### src/rtl/phy_bringup_pkg.sv
package phy_bringup_pkg;

    typedef enum logic [3:0] {
        ST_IDLE, ST_RST_WR, ST_RST_RD, ST_RST_WAIT, ST_MASK_WR, ST_CAP_RD,
        ST_ADV_WR, ST_AN_WR, ST_AN_RD, ST_AN_WAIT, ST_FRC_WR, ST_DONE, ST_FAIL
    } seq_state_e;

    typedef enum logic [1:0] {
        ERR_NONE    = 2'd0,
        ERR_RST_TMO = 2'd1,
        ERR_AN_TMO  = 2'd2,
        ERR_REM_FLT = 2'd3
    } seq_err_e;

    localparam logic [4:0]  REG_CTRL  = 5'd0;
    localparam logic [4:0]  REG_STAT  = 5'd1;
    localparam logic [4:0]  REG_ADV   = 5'd4;
    localparam logic [4:0]  REG_IMASK = 5'd18;

    localparam logic [15:0] CTRL_RESET      = 16'h8000;
    localparam logic [15:0] CTRL_AN_RESTART = 16'h1200;
    localparam logic [15:0] CTRL_AN_FORCED  = 16'h3300;
    localparam logic [15:0] IMASK_ALL       = 16'hFFFF;
    localparam logic [15:0] ADV_SELECTOR    = 16'h0001;

    localparam int CTRL_RESET_BIT = 15;
    localparam int STAT_AN_DONE   = 5;
    localparam int STAT_REM_FLT   = 4;
    localparam int STAT_CAP_LO    = 11;
    localparam int ADV_CAP_LO     = 5;
    localparam int NUM_CAPS       = 5;

endpackage

### src/rtl/phy_adv_builder.sv
module phy_adv_builder
    import phy_bringup_pkg::*;
(
    input  logic [NUM_CAPS-1:0] caps,
    output logic [15:0]         adv_word
);
    logic [15:0] cap_field;

    generate
        for (genvar i = 0; i < 16; i++) begin : g_bit
            if (i >= ADV_CAP_LO && i < ADV_CAP_LO + NUM_CAPS) begin : g_cap
                assign cap_field[i] = caps[i - ADV_CAP_LO];
            end else begin : g_zero
                assign cap_field[i] = 1'b0;
            end
        end
    endgenerate

    assign adv_word = cap_field | ADV_SELECTOR;

endmodule

### src/rtl/phy_poll_timer.sv
module phy_poll_timer #(
    parameter int POLL_MS = 500
) (
    input  logic clk,
    input  logic rst_n,
    input  logic run,
    input  logic tick,
    output logic expire
);
    localparam int CNT_W = (POLL_MS < 2) ? 1 : $clog2(POLL_MS);

    logic [CNT_W-1:0] cnt_d, cnt_q;

    always_comb begin
        cnt_d  = cnt_q;
        expire = 1'b0;
        if (!run) begin
            cnt_d = '0;
        end else if (tick) begin
            if (cnt_q == CNT_W'(POLL_MS - 1)) begin
                expire = 1'b1;
                cnt_d  = '0;
            end else begin
                cnt_d = cnt_q + 1'b1;
            end
        end
    end

    always_ff @(posedge clk) begin
        if (!rst_n) cnt_q <= '0;
        else        cnt_q <= cnt_d;
    end

    a_r2_count_bound: assert property (@(posedge clk) disable iff (!rst_n)
        cnt_q <= CNT_W'(POLL_MS - 1));

    a_r7_idle_clear: assert property (@(posedge clk) disable iff (!rst_n)
        !run |=> cnt_q == '0);

endmodule

### src/rtl/phy_bringup_seq.sv
module phy_bringup_seq
    import phy_bringup_pkg::*;
#(
    parameter int POLL_MS   = 500,
    parameter int RST_POLLS = 6,
    parameter int AN_POLLS  = 20
) (
    input  logic        clk,
    input  logic        rst_n,
    input  logic        ms_tick,
    output logic        mgmt_req,
    output logic        mgmt_wr,
    output logic [4:0]  mgmt_reg,
    output logic [15:0] mgmt_wdata,
    input  logic        mgmt_ack,
    input  logic [15:0] mgmt_rdata,
    output logic        done,
    output logic        fail,
    output logic [1:0]  err_code
);
    localparam int MAX_POLLS = (RST_POLLS > AN_POLLS) ? RST_POLLS : AN_POLLS;
    localparam int PW        = $clog2(MAX_POLLS + 1);

    typedef struct packed {
        seq_state_e  st;
        logic [PW-1:0] poll;
        logic        fault;
        logic [15:0] adv;
        seq_err_e    err;
    } seq_regs_t;

    seq_regs_t r_d, r_q;
    logic      tmr_run, tmr_expire;
    logic [15:0] adv_built;

    phy_adv_builder u_adv (
        .caps     (mgmt_rdata[STAT_CAP_LO +: NUM_CAPS]),
        .adv_word (adv_built)
    );

    assign tmr_run = (r_q.st == ST_RST_WAIT) || (r_q.st == ST_AN_WAIT);

    phy_poll_timer #(.POLL_MS(POLL_MS)) u_tmr (
        .clk    (clk),
        .rst_n  (rst_n),
        .run    (tmr_run),
        .tick   (ms_tick),
        .expire (tmr_expire)
    );

    // request decode from the registered state
    always_comb begin
        mgmt_req   = 1'b1;
        mgmt_wr    = 1'b0;
        mgmt_reg   = REG_CTRL;
        mgmt_wdata = '0;
        unique case (r_q.st)
            ST_RST_WR:  begin mgmt_wr = 1'b1; mgmt_wdata = CTRL_RESET; end
            ST_RST_RD:  ;
            ST_MASK_WR: begin mgmt_wr = 1'b1; mgmt_reg = REG_IMASK; mgmt_wdata = IMASK_ALL; end
            ST_CAP_RD:  mgmt_reg = REG_STAT;
            ST_ADV_WR:  begin mgmt_wr = 1'b1; mgmt_reg = REG_ADV; mgmt_wdata = r_q.adv; end
            ST_AN_WR:   begin mgmt_wr = 1'b1; mgmt_wdata = CTRL_AN_RESTART; end
            ST_AN_RD:   mgmt_reg = REG_STAT;
            ST_FRC_WR:  begin mgmt_wr = 1'b1; mgmt_wdata = CTRL_AN_FORCED; end
            default:    mgmt_req = 1'b0;
        endcase
    end

    always_comb begin
        r_d = r_q;
        unique case (r_q.st)
            ST_IDLE: r_d.st = ST_RST_WR;
            ST_RST_WR: if (mgmt_ack) begin
                r_d.st   = ST_RST_RD;
                r_d.poll = '0;
            end
            ST_RST_RD: if (mgmt_ack) begin
                if (!mgmt_rdata[CTRL_RESET_BIT]) begin
                    r_d.st = ST_MASK_WR;
                end else if (r_q.poll == PW'(RST_POLLS - 1)) begin
                    r_d.st  = ST_FAIL;
                    r_d.err = ERR_RST_TMO;
                end else begin
                    r_d.poll = r_q.poll + 1'b1;
                    r_d.st   = ST_RST_WAIT;
                end
            end
            ST_RST_WAIT: if (tmr_expire) r_d.st = ST_RST_RD;
            ST_MASK_WR:  if (mgmt_ack) r_d.st = ST_CAP_RD;
            ST_CAP_RD: if (mgmt_ack) begin
                r_d.adv = adv_built;
                r_d.st  = ST_ADV_WR;
            end
            ST_ADV_WR: if (mgmt_ack) r_d.st = ST_AN_WR;
            ST_AN_WR: if (mgmt_ack) begin
                r_d.st   = ST_AN_RD;
                r_d.poll = '0;
            end
            ST_AN_RD: if (mgmt_ack) begin
                r_d.fault = mgmt_rdata[STAT_REM_FLT];
                if (mgmt_rdata[STAT_AN_DONE]) begin
                    if (mgmt_rdata[STAT_REM_FLT]) begin
                        r_d.st  = ST_FAIL;
                        r_d.err = ERR_REM_FLT;
                    end else begin
                        r_d.st = ST_DONE;
                    end
                end else if (r_q.poll == PW'(AN_POLLS - 1)) begin
                    r_d.st  = ST_FAIL;
                    r_d.err = mgmt_rdata[STAT_REM_FLT] ? ERR_REM_FLT : ERR_AN_TMO;
                end else begin
                    r_d.poll = r_q.poll + 1'b1;
                    r_d.st   = ST_AN_WAIT;
                end
            end
            ST_AN_WAIT: if (tmr_expire) r_d.st = r_q.fault ? ST_FRC_WR : ST_AN_RD;
            ST_FRC_WR:  if (mgmt_ack) r_d.st = ST_AN_RD;
            default: ;
        endcase
    end

    always_ff @(posedge clk) begin
        if (!rst_n) begin
            r_q.st    <= ST_IDLE;
            r_q.poll  <= '0;
            r_q.fault <= 1'b0;
            r_q.adv   <= '0;
            r_q.err   <= ERR_NONE;
        end else begin
            r_q <= r_d;
        end
    end

    assign done     = (r_q.st == ST_DONE);
    assign fail     = (r_q.st == ST_FAIL);
    assign err_code = r_q.err;

    a_r11_hold_request: assert property (@(posedge clk) disable iff (!rst_n)
        (mgmt_req && !mgmt_ack) |=> (mgmt_req && $stable(mgmt_wr) &&
                                     $stable(mgmt_reg) && $stable(mgmt_wdata)));

    a_r12_exclusive: assert property (@(posedge clk) disable iff (!rst_n)
        !(done && fail));

    a_r12_done_sticky: assert property (@(posedge clk) disable iff (!rst_n)
        done |=> done);

    a_r12_fail_sticky: assert property (@(posedge clk) disable iff (!rst_n)
        fail |=> (fail && $stable(err_code)));

    a_r12_err_quiet: assert property (@(posedge clk) disable iff (!rst_n)
        !fail |-> err_code == 2'd0);

    a_r3_no_req_after_end: assert property (@(posedge clk) disable iff (!rst_n)
        (done || fail) |-> !mgmt_req);

    a_r5_adv_shape: assert property (@(posedge clk) disable iff (!rst_n)
        (mgmt_req && mgmt_wr && mgmt_reg == REG_ADV) |->
        (mgmt_wdata[0] && mgmt_wdata[15:10] == 6'd0 && mgmt_wdata[4:1] == 4'd0));

endmodule

### config.mk
export PLATFORM = sky130hd
export DESIGN_NAME = phy_bringup_seq
export DESIGN_NICKNAME = d
export VERILOG_FILES = /design/src/rtl/phy_bringup_pkg.sv /design/src/rtl/phy_adv_builder.sv /design/src/rtl/phy_poll_timer.sv /design/src/rtl/phy_bringup_seq.sv
export SDC_FILE = /design/constraint.sdc
export NUM_CORES = 1
export LEC_CHECK = 0
export ABC_CLOCK_PERIOD_IN_PS = 1700
export BUFFER_PORTS_ARGS = -buffer_cell sky130_fd_sc_hd__buf_4
export CORE_AREA = 10 10 74 76
export CTS_CLUSTER_SIZE = 25
export DETAILED_ROUTE_END_ITERATION = 16
export DIE_AREA = 0 0 84 86
export PLACE_DENSITY = 0.71
export SKIP_LAST_GASP = 1
export SLEW_MARGIN = 20
export SYNTH_ARGS = -nofsm -noshare
export SYNTH_HDL_FRONTEND = slang
export SYNTH_SLANG_ARGS = --single-unit
### constraint.sdc
create_clock -name clk -period 1.7 [get_ports clk]
set_input_delay 0.17 -clock clk [delete_from_list [all_inputs] [get_ports clk]]
set_output_delay 0.17 -clock clk [all_outputs]
set_load 0.005 [all_outputs]
==> metrics.md, run 1 <==
| Metric | Value |
|---|---|
| Synthesized flop and latch total | 27 |
| CTS H-tree lvls | 1 |
| Status | finished, violations left |
| CP Max Fanout | 18 |
| Failing checks | negative setup slack |
| Largest net degree at the start of global routing | 25 |
| Routed wire length per instance | 14.5 um |
| First-pass GRT wire length | 7840 um |
| Clk_skew | about 0.0063 ns |
| Die X-Extent | 84 um |
| Share of post-route cells with drive strength above 1 | approximately 43% |
| Clk Latency, worst-skew pair | 0.28 ns |
| IO Pins | 47 |
| Syn Nets | 249 |
| Ant diodes | 0 |
| Post-CTS Hold Buffers | 0 |
| Post-route DRC | 0 |
| Minimum clock period | between 1.5 and 2 ns |
| Synth Flop Type | dfxtp_1 |
| Final hold vios | 0 |
| Vias in the first global route | between 1500 and 2000 |
| Layout area overhead | 41.6% |
| Die span in y | approximately 86 um |
| GRT overflow | 0 |
| Port bufs | 36 |
| Ranking of synthesized cells by area | dfxtp_1, mux2i_1, nor2_1, buf_4, a21oi_1 |
| Cell area after placement | 2330 sq um |
| Unrepaired setup endpoints after global routing | true |
| Die ar. | roughly 7200 sq um |
| Leakage | 0.00114 uW |
| Crit Path Class | reg2out |
| Worst setup slack after layout | -0.0904 ns |
| Final number of setup-violating endpoints | 17 |
| Vias | 1766 |
| Slew Viols, Final | 0 |
| Gr usage total | 12.6% |
| Vias per cell | 5.26 |
| Yosys cell types | 54 |
| CTS tree | built |
| CTS Root Cell | clkbuf_8 |
| # rows | 23 |
| Cells after Synth | 226 |
| Sequential share of the synthesized area | 29.2% |
| Worst Hold Class | in2reg |
| Max cap viols | 0 |
| CP Capture Type | primary output |
| Netlist Area Pre-Place | around 1800 sq um |
| Arr. time, crit path | 1.62 ns |
| Tot Pwr | 2960 uW |
| PD cells | approximately 1100 nW/um^2 |
| Category of the worst setup path launch point | register |
| Initial Utilization | 46.5% |
| Number of enable flip-flop cells after synthesis | 0 |
| Yosys top cell by area | dfxtp_1 |
| Worst-path clk slew | 0.11 ns |
| Async set-reset flop share out of synthesis | 0% |
| Clock sink count | 27 |
| Gpl congestion | between 0.8 and 0.9 |
| Nets | 310 |
| Worst EP required | 1.53 ns |
| Max Fclk | approximately 560 MHz |
| Final WL | 4870 um |
| Cell area after layout | about 2600 sq um |
| Worst vdd ir | between 0.001 and 0.0015 V |
| DPL Wire Length | 3530 um |
| Final period util | 105% |
| Util after Layout | about 66% |
| Synthesized area per cell | 8.18 sq um |
| Antenna violations before repair | 0 |
| Clock Path Buffers | 2 |
| FILL cells | 321 |
| YS warnings | 0 |
| Post-route ant nets | 0 |
| Initial DRC count | 27 |
| Synth top area share | 29.2% |
| Drt pass-1 iters | 4 |
| CTS Buf Count | 3 |
| Placeable Area | 3970 sq um |
[cell usage in the layout (no fill, tap or decap), types with 6 or more instances in the layout]
| cell | instances |
|---|---|
| buf_6 | 9 |
| nor2_1 | 24 |
| o21ai_1 | 7 |
| nor2b_1 | 10 |
| mux2i_1 | 10 |
| nand3_1 | 6 |
| dfxtp_1 | 19 |
| buf_4 | 70 |
| a21oi_1 | 11 |
| nand2b_1 | 6 |
| nand2_1 | 18 |
| xor2_1 | 6 |
[sequential cells by signal (all words and copies together) (netlist names)]
name and count:
u_tmr.cnt_q 9, err_code 2, r_q 16
[stage by stage]
stage / worst slack, ns / hold WS, ns / setup TNS (ns) / instances
finish: -0.0904 / 0.142 / -0.447 / 336
global placement: -0.0567 / 0.421 / -0.169 / 324
floorplan: 0.0142 / 0.316 / 0 / 226
global route: -0.169 / 0.146 / -2.27 / 336
CTS: -0.0558 / 0.135 / -0.344 / 334
detailed placement: -0.143 / 0.440 / -0.645 / 324
[area by class of cell]
| class | instances | area, sq um | share of cell area (%) |
|---|---|---|---|
| clock inverters | 1 | 8.76 | 0.335 |
| inverters | 6 | 22.5 | 0.861 |
| flip-flops and latches | 27 | 561 | 21.4 |
| well taps | 50 | 62.6 | 2.39 |
| clock buffers | 3 | 41.3 | 1.58 |
| repair buffers | 80 | 647 | 24.7 |
| multi-input cells | 169 | 1270 | 48.7 |
[critical path, cell delays in order, from the launching register on]
cell and delay [ns]:
dfxtp_4 0.41, buf_12 0.16, mux2i_1 0.21, nor2_1 0.08
a31o_1 0.20, a21o_1 0.16, buf_6 0.11
[synthesized netlist by cell type, types with 2 or more instances]
cell and instances:
o32ai_2 2, buf_2 5, nand2_1 19, nor3_1 2
mux2i_1 10, o211a_1 2, a21o_1 2, a21boi_1 4
nand4_1 4, o21ai_0 3, nor2b_1 12, a21oi_1 15
ha_1 3, and2_1 2, nor4bb_1 2, inv_1 5
nor2_1 26, and3_1 2, xor2_1 6, nor3b_1 3
dfxtp_1 27, nand3b_1 2, buf_4 12, xnor2_1 3
o21ai_1 6, nand2b_1 7, clkbuf_1 7, nand3_1 7
[report_power, final]
group	internal [uW]	total [uW]	switching (uW)
sequential	687	761	73.8
clock	172	399	227
combinational	963	1800	836
total	1820	2960	1140
[layer usage]
layer | track usage (%) | share of wire, %
met1 | 15.1 | 45
met2 | 23.3 | 53
met5 | 0 | 0
met3 | 1.80 | 1.5
met4 | 2.44 | 0.45
[cell families after synthesis]
group                    after synthesis  share of synthesized area [%]
AO/OA/AOI/OAI                         44                           18.6
XOR/XNOR                               9                           4.27
adder cells (fa/ha/maj)                3                           2.03
buffers and inverters                 30                           8.87
flip-flops                            27                           29.2
multiplexers                          11                           6.03
other                                  1                          0.203
AND/OR/NAND/NOR                      101                           30.8
[worst paths after layout]
check	from	endpoint	slack, ns	depth (start not counted)
max	r_q[25]$_SDFFE_PN0P_	mgmt_wdata[9]	-0.09	6
min	mgmt_rdata[13]	r_q[9]$_SDFFE_PN0P_	0.14	3
max reg2reg	r_q[25]$_SDFFE_PN0P_	err_code[0]$_SDFFE_PN0P_	-0.03	5
min reg2reg	r_q[18]$_SDFFE_PN0P_	r_q[18]$_SDFFE_PN0P_	0.46	2
[what timing repair did]
| action | CTS | global route |
|---|---|---|
| setup buffers | 6 | 2 |
| pin swaps | 7 | 9 |
| setup endpoints to repair | 37 | 36 |
| gates resized for setup | 28 | 22 |
No activity file was read; power rests on OpenSTA's default activity.
==> run 2, diff against run 1 <==
--- a/config.mk
+++ b/config.mk
@@ -7,11 +7,13 @@
 export LEC_CHECK = 0
 export ABC_CLOCK_PERIOD_IN_PS = 1700
 export BUFFER_PORTS_ARGS = -buffer_cell sky130_fd_sc_hd__buf_4
-export CORE_AREA = 10 10 74 76
+export CELL_PAD_IN_SITES_DETAIL_PLACEMENT = 0
+export CELL_PAD_IN_SITES_GLOBAL_PLACEMENT = 2
+export CORE_AREA = 10 10 94 96
 export CTS_CLUSTER_SIZE = 25
 export DETAILED_ROUTE_END_ITERATION = 16
-export DIE_AREA = 0 0 84 86
-export PLACE_DENSITY = 0.71
+export DIE_AREA = 0 0 104 106
+export PLACE_DENSITY = 0.72
 export SKIP_LAST_GASP = 1
 export SLEW_MARGIN = 20
 export SYNTH_ARGS = -nofsm -noshare
==> metrics.md, run 2 (synthesis gave the netlist of run 1 again) <==
| Metric | Value |
|---|---|
| Post-route DRC | 0 (unchanged) |
| # rows | 31 (was 23) |
| Post-CTS Hold Buffers | 0 (unchanged) |
| Vias in the first global route | 1837 (was 1660) |
| Crit-path slowest cell | dfxtp_4 (unchanged) |
| Max incr delay on CP | 0.36 ns (was 0.41 ns) |
| Top reg by flops | r_q (unchanged) |
| Crit-path cells | buf_6 -> buf_6 -> nor2b_4 -> mux2i_1 -> nor2_1 -> a31o_1 -> a21o_1 -> buf_6 (was buf_12 -> mux2i_1 -> nor2_1 -> a31o_1 -> a21o_1 -> buf_6) |
| Register Area | 561 sq um (unchanged) |
| Seq pwr share | 22.2% (was 25.7%) |
| FILL cells | 739 (was 321) |
| Logic pwr share | 66.6% (was 60.8%) |
| Die ar. | 11000 sq um (was 7220 sq um) |
| Unrepaired setup endpoints after global routing | true (unchanged) |
| Drt pass-1 iters | 4 (unchanged) |
| Antenna violations before repair | 0 (unchanged) |
| CTS tree | built (unchanged) |
| Final period util | 107% (was 105%) |
| Failing checks | negative setup slack (unchanged) |
| Final WL | 5430 um (was 4870 um) |
| Worst EP required | 1.53 ns (about the same) |
| Cell area after layout | 2900 sq um (was 2620 sq um) |
| Internal power | 2090 uW (was 1820 uW) |
| Largest net degree at the start of global routing | 25 (unchanged) |
| Met3 usage | 2.48% (was 1.80%) |
| Net Sw Frac | 37.3% (was 38.4%) |
| Die span in y | 106 um (was 86 um) |
| First-pass GRT wire length | 8960 um (was 7840 um) |
| CP Capture Type | primary output (unchanged) |
| Ant diodes | 0 (unchanged) |
| Routed wire length per instance | 13.7 um (was 14.5 um) |
| Nets | 322 (was 310) |
| Clk Latency, worst-skew pair | 0.28 ns (about the same) |
| Most frequent cells in the layout | buf_4, buf_6, nor2_1 (was buf_4, nor2_1, dfxtp_1) |
| Vias | 1801 (was 1766) |
| Final hold vios | 0 (unchanged) |
| Final hold slack | 0.142 ns (about the same) |
| Crit Path Class | reg2out (unchanged) |
| Clock sink count | 27 (unchanged) |
| Met2 usage | 16.8% (was 23.3%) |
| Initial DRC count | 63 (was 27) |
| GRT overflow | 0 (unchanged) |
| Leakage | 0.00124 uW (was 0.00114 uW) |
| Util after Layout | 41.0% (was 65.9%) |
| Vias per cell | 4.54 (was 5.26) |
| Most used cell, CP | buf_6 |
| Layout area overhead | 56.8% (was 41.6%) |
| Worst Hold Class | in2reg (unchanged) |
| Clock Path Buffers | 2 (unchanged) |
| Multi-input logic area | 1300 sq um (was 1270 sq um) |
| Clk_skew | 0.00834 ns (was 0.00626 ns) |
| Busiest grt layer | met2 (unchanged) |
| Max cap viols | 0 (unchanged) |
| Status | finished, violations left (unchanged) |
| Cell area after placement | 2400 sq um (was 2330 sq um) |
| Port bufs | 36 (unchanged) |
| Switching Power | 1250 uW (was 1140 uW) |
| PD cells | 1150 nW/um^2 (was 1130 nW/um^2) |
| Initial Utilization | 26.2% (was 46.5%) |
| Placeable Area | 7060 sq um (was 3970 sq um) |
| Minimum clock period | 1.82 ns (was 1.79 ns) |
| IO Pins | 47 (unchanged) |
| Worst-path clk slew | 0.10 ns (was 0.11 ns) |
| CTS H-tree lvls | 1 (unchanged) |
| Die X-Extent | 104 um (was 84 um) |
| Worst vdd ir | 0.000686 V (was 0.00111 V) |
| Gpl congestion | 0.748 (was 0.822) |
| Final number of setup-violating endpoints | 22 (was 17) |
| Category of the worst setup path launch point | register (unchanged) |
| Share of post-route cells with drive strength above 1 | 47.0% (was 43.4%) |
| Gr usage total | 9.52% (was 12.6%) |
| Arr. time, crit path | 1.65 ns (was 1.62 ns) |
| CTS Root Cell | clkbuf_8 (unchanged) |
| Most common cell after layout, fill and taps aside | buf_4 (unchanged) |
| Worst setup slack after layout | -0.122 ns (was -0.0904 ns) |
| Largest register FFs | 16 (unchanged) |
| Power share of the clock group | 11.2% (was 13.5%) |
| DPL Wire Length | 3840 um (was 3530 um) |
| Max Fclk | 549 MHz (was 559 MHz) |
| Post-route ant nets | 0 (unchanged) |
| CP Max Fanout | 3 (was 18) |
| Met1 GRT Util | 11.7% (was 15.1%) |
| Slew Viols, Final | 0 (unchanged) |
| CTS Buf Count | 3 (unchanged) |
-- run 2: changes by cell type in the layout (fill, tap and decap cells not counted), sizes merged --
cell,before,now
buf,80,92
clkinv,0,1
inv,7,6
-- run 2: cell type report --
| class | count | area share [%] |
|---|---|---|
| multi-input combinational | 169 | 44.9 |
| timing repair buffer | 92 | 29.1 |
| sequential | 27 | 19.3 |
| tap | 99 | 4.27 |
| clock buffer | 3 | 1.42 |
| inverter | 6 | 0.777 |
| clock inverter | 1 | 0.173 |
-- run 2: critical path: cells and delay by family (launching register included) --
kind / cells / cell delay [ns]
buf+inv: 3 / 0.34
compound gates: 2 / 0.37
flops: 1 / 0.36
mux: 1 / 0.12
simple gates: 2 / 0.18
-- run 2: per-stage QoR --
| stage | setup slack (ns) | total power (uW) | TNS [ns] | instances |
|---|---|---|---|---|
| 3_3_place_gp | -0.137 | 2360 | -0.723 | 374 |
| 5_1_grt | -0.198 | 3560 | -3.83 | 397 |
| 4_1_cts | -0.129 | 3060 | -0.850 | 392 |
| 6_report | -0.122 | 3340 | -1.66 | 397 |
| 3_5_place_dp | -0.155 | 2350 | -0.978 | 374 |
| 2_1_floorplan | 0.0142 | 1690 | 0 | 226 |
-- run 2: power by group through the flow --
stage               Clock (uW)  Combinational, uW  Sequential (uW)
floorplan                    0                977              717
global placement             0               1600              755
detailed placement           0               1590              756
CTS                        401               1930              736
global route               419               2390              753
finish                     374               2220              741
-- run 2: path summary, 6_finish.rpt --
check	cells after the start	slack [ns]	endpoint	from
worst min register to register	2	0.47	r_q[18]$_SDFFE_PN0P_	r_q[18]$_SDFFE_PN0P_
worst max register to register	7	-0.11	r_q[21]$_SDFFE_PN0P_	r_q[27]$_SDFFE_PN0P_
worst min-delay path	3	0.14	r_q[8]$_SDFFE_PN0P_	mgmt_rdata[12]
worst max-delay path	8	-0.12	mgmt_wdata[9]	r_q[27]$_SDFFE_PN0P_
-- run 2: routing by layer --
layer | share of wire (%) | vias to the layer above
met2 | 50 | 20
met3 | 3.7 | 2
li1 | - | 923
met5 | 0 | -
met1 | 46 | 856
met4 | 0.35 | 0
-- run 2: timing repair --
item                                    in CTS  in global routing
resized for setup                           40                 41
cloned                                       1                  0
endpoints found under the setup margin      35                 44
setup buffers                               15                  5
pin swaps                                   10                 10
==> run 3, diff against run 2 <==
--- a/config.mk
+++ b/config.mk
@@ -14,6 +14,7 @@
 export DETAILED_ROUTE_END_ITERATION = 16
 export DIE_AREA = 0 0 104 106
 export PLACE_DENSITY = 0.72
+export REMOVE_ABC_BUFFERS = 1
 export SKIP_LAST_GASP = 1
 export SLEW_MARGIN = 20
 export SYNTH_ARGS = -nofsm -noshare
==> metrics.md, run 3 (synthesis gave the netlist of run 1 again) <==
| Metric | Value |
|---|---|
| R2R Path Start | r_q[26]$_SDFFE_PN0P_ (was r_q[27]$_SDFFE_PN0P_) |
| Hold path endpoint | r_q[8]$_SDFFE_PN0P_ (unchanged) |
| Vias | 1747 (was 1801) |
| Initial DRC count | 27 (was 63) |
| Vias in the first global route | 1805 (was 1837) |
| Layout area overhead | 49.6% (was 56.8%) |
| Switching Power | 1170 uW (was 1250 uW) |
| Category of the worst setup path launch point | register (unchanged) |
| Buf+Inv Stages, Crit Path | 3 (unchanged) |
| Clk_skew | 0.00107 ns (was 0.00834 ns) |
| Crit-path slowest cell | dfxtp_2 (was dfxtp_4) |
| Max Fclk | 550 MHz (was 549 MHz) |
| Gr usage total | 9.12% (was 9.52%) |
| Clk Latency, worst-skew pair | 0.28 ns (about the same) |
| Top reg by flops | r_q (unchanged) |
| PD cells | 1090 nW/um^2 (was 1150 nW/um^2) |
| Unrepaired setup endpoints after global routing | true (unchanged) |
| Worst Hold Class | in2reg (unchanged) |
| Hold path start | mgmt_rdata[12] (unchanged) |
| Seq pwr share | 23.7% (was 22.2%) |
| Routed wire length per instance | 12.8 um (was 13.7 um) |
| CTS tree | built (unchanged) |
| CTS Root Cell | clkbuf_8 (unchanged) |
| Largest register FFs | 16 (unchanged) |
| Worst vdd ir | 0.000463 V (was 0.000686 V) |
| Worst hold path depth | 3 (unchanged) |
| Status | finished, violations left (unchanged) |
| Gpl congestion | 0.760 (was 0.748) |
| Share of post-route cells with drive strength above 1 | 46.1% (was 47.0%) |
| Most used cell, CP | buf_6 (unchanged) |
| First-pass GRT wire length | 8680 um (was 8960 um) |
| Max incr delay on CP | 0.35 ns (was 0.36 ns) |
| IO Pins | 47 (unchanged) |
| Failing checks | negative setup slack (unchanged) |
| Worst setup slack after layout | -0.119 ns (was -0.122 ns) |
| Largest net degree at the start of global routing | 25 (unchanged) |
| Die X-Extent | 104 um (unchanged) |
| CTS Buf Count | 3 (unchanged) |
| Internal power | 1850 uW (was 2090 uW) |
| Tot Pwr | 3020 uW (was 3340 uW) |
| Worst-path clk slew | 0.10 ns (about the same) |
| Final period util | 107% (about the same) |
| Final WL | 5030 um (was 5430 um) |
| Cell area after layout | 2770 sq um (was 2900 sq um) |
| # rows | 31 (unchanged) |
| Crit-path cells | buf_6 -> nor2b_4 -> buf_6 -> mux2i_1 -> nor2_1 -> a31o_1 -> a21o_1 -> buf_6 (was buf_6 -> buf_6 -> nor2b_4 -> mux2i_1 -> nor2_1 -> a31o_1 -> a21o_1 -> buf_6) |
| Most common cell after layout, fill and taps aside | buf_4 (unchanged) |
| Clock sink count | 27 (unchanged) |
| Antenna violations before repair | 0 (unchanged) |
| CP Max Fanout | 4 (was 3) |
| Net Sw Frac | 38.7% (was 37.3%) |
| Nets | 319 (was 322) |
| Placeable Area | 7060 sq um (unchanged) |
| Cell area after placement | 2420 sq um (was 2400 sq um) |
| Power share of the clock group | 13.1% (was 11.2%) |
| Reg2Reg Depth | 7 (unchanged) |
| Post-route DRC | 0 (unchanged) |
| CTS H-tree lvls | 1 (unchanged) |
| Vias per cell | 4.43 (was 4.54) |
| Die ar. | 11000 sq um (unchanged) |
| Crit Path Class | reg2out (unchanged) |
| Leakage | 0.00118 uW (was 0.00124 uW) |
| Post-route ant nets | 0 (unchanged) |
| Worst EP required | 1.53 ns (about the same) |
| Arr. time, crit path | 1.65 ns (about the same) |
| RR Endpoint | r_q[21]$_SDFFE_PN0P_ (unchanged) |
| Clock Path Buffers | 2 (unchanged) |
| Util after Layout | 39.2% (was 41.0%) |
| Final number of setup-violating endpoints | 20 (was 22) |
| CP Capture Type | primary output (unchanged) |
| GRT overflow | 0 (unchanged) |
| Minimum clock period | 1.82 ns (about the same) |
| Initial Utilization | 26.2% (unchanged) |
| Slew Viols, Final | 0 (unchanged) |
| Most frequent cells in the layout | buf_4, nor2_1, dfxtp_1 (was buf_4, buf_6, nor2_1) |
| Port bufs | 36 (unchanged) |
| Drt pass-1 iters | 4 (unchanged) |
| DPL Wire Length | 3860 um (was 3840 um) |
| Top delay family on crit path | compound AO/OA/AOI/OAI gates (unchanged) |
| Max cap viols | 0 (unchanged) |
| Ant diodes | 0 (unchanged) |
| FF-to-FF setup slack | -0.06 ns (was -0.11 ns) |
| Final hold vios | 0 (unchanged) |
| Logic pwr share | 63.2% (was 66.6%) |
| Die span in y | 106 um (unchanged) |
-- run 3: cell count changes in the layout (fill, tap and decap cells not counted), moves of 2 or more --
cell and delta:
a21oi_2 -2, buf_12 -2, buf_4 +17, buf_6 -17, buf_8 -2, dfxtp_2 +4
dfxtp_4 -4, o21ai_2 +2
-- run 3: routing by layer --
layer | vias to the layer above | part of all wire (%) | track usage (%)
li1 | 917 | - | -
met1 | 807 | 45 | 10.7
met2 | 18 | 52 | 17.1
met3 | 5 | 2.4 | 2.05
met4 | 0 | 0.36 | 0.895
met5 | - | 0 | 0
-- run 3: how the worst max path moves through the flow --
stage | startpoint | to | slack [ns] | cells after the start
finish | r_q[26]$_SDFFE_PN0P_ | mgmt_wdata[9] | -0.12 | 8
global route | r_q[26]$_SDFFE_PN0P_ | mgmt_wdata[9] | -0.22 | 8
CTS | r_q[26]$_SDFFE_PN0P_ | mgmt_wdata[9] | -0.13 | 8
detailed placement | r_q[19]$_SDFFE_PN0P_ | r_q[19]$_SDFFE_PN0P_ | -0.15 | 7
global placement | r_q[19]$_SDFFE_PN0P_ | r_q[20]$_SDFFE_PN0P_ | -0.09 | 7
floorplan | r_q[26]$_SDFFE_PN0P_ | mgmt_reg[1] | -0.62 | 2
-- run 3: metrics by stage --
stage                     setup TNS, ns  cells  setup slack [ns]  hold slack [ns]
after floorplan                   -8.21    202            -0.617            0.285
after global placement           -0.434    379           -0.0940            0.423
after detailed placement         -0.663    379            -0.147            0.434
after CTS                        -0.852    392            -0.133            0.126
after global routing              -3.65    394            -0.215            0.137
final                             -1.33    394            -0.119            0.138
-- run 3: cell type report --
class | count | area, sq um
clock buffers | 3 | 41.3
clock inverters | 1 | 7.51
fillers | 758 | 4290
inverters | 6 | 22.5
multi-input cells | 169 | 1310
flip-flops and latches | 27 | 551
well taps | 99 | 124
repair buffers | 89 | 714
-- run 3: worst min-delay path, delay by kind of cell --
family	cells	cell delay, ns
buffers and inverters	1	0.08
muxes	1	0.05
and+or+nand+nor	1	0.09
-- run 3: power groups by stage --
stage,registers (uW),clock network [uW],logic [uW]
floorplan,842,0,721
global placement,731,0,1610
detailed placement,731,0,1620
CTS,711,417,1800
global route,722,446,2080
finish,716,396,1910
-- run 3: timing repair --
action,CTS,global route
cloned,1,0
endpoints found under the setup margin,29,37
buffers inserted,8,2
resized for setup,33,25
hold buffers,0,0
pin swaps,13,6
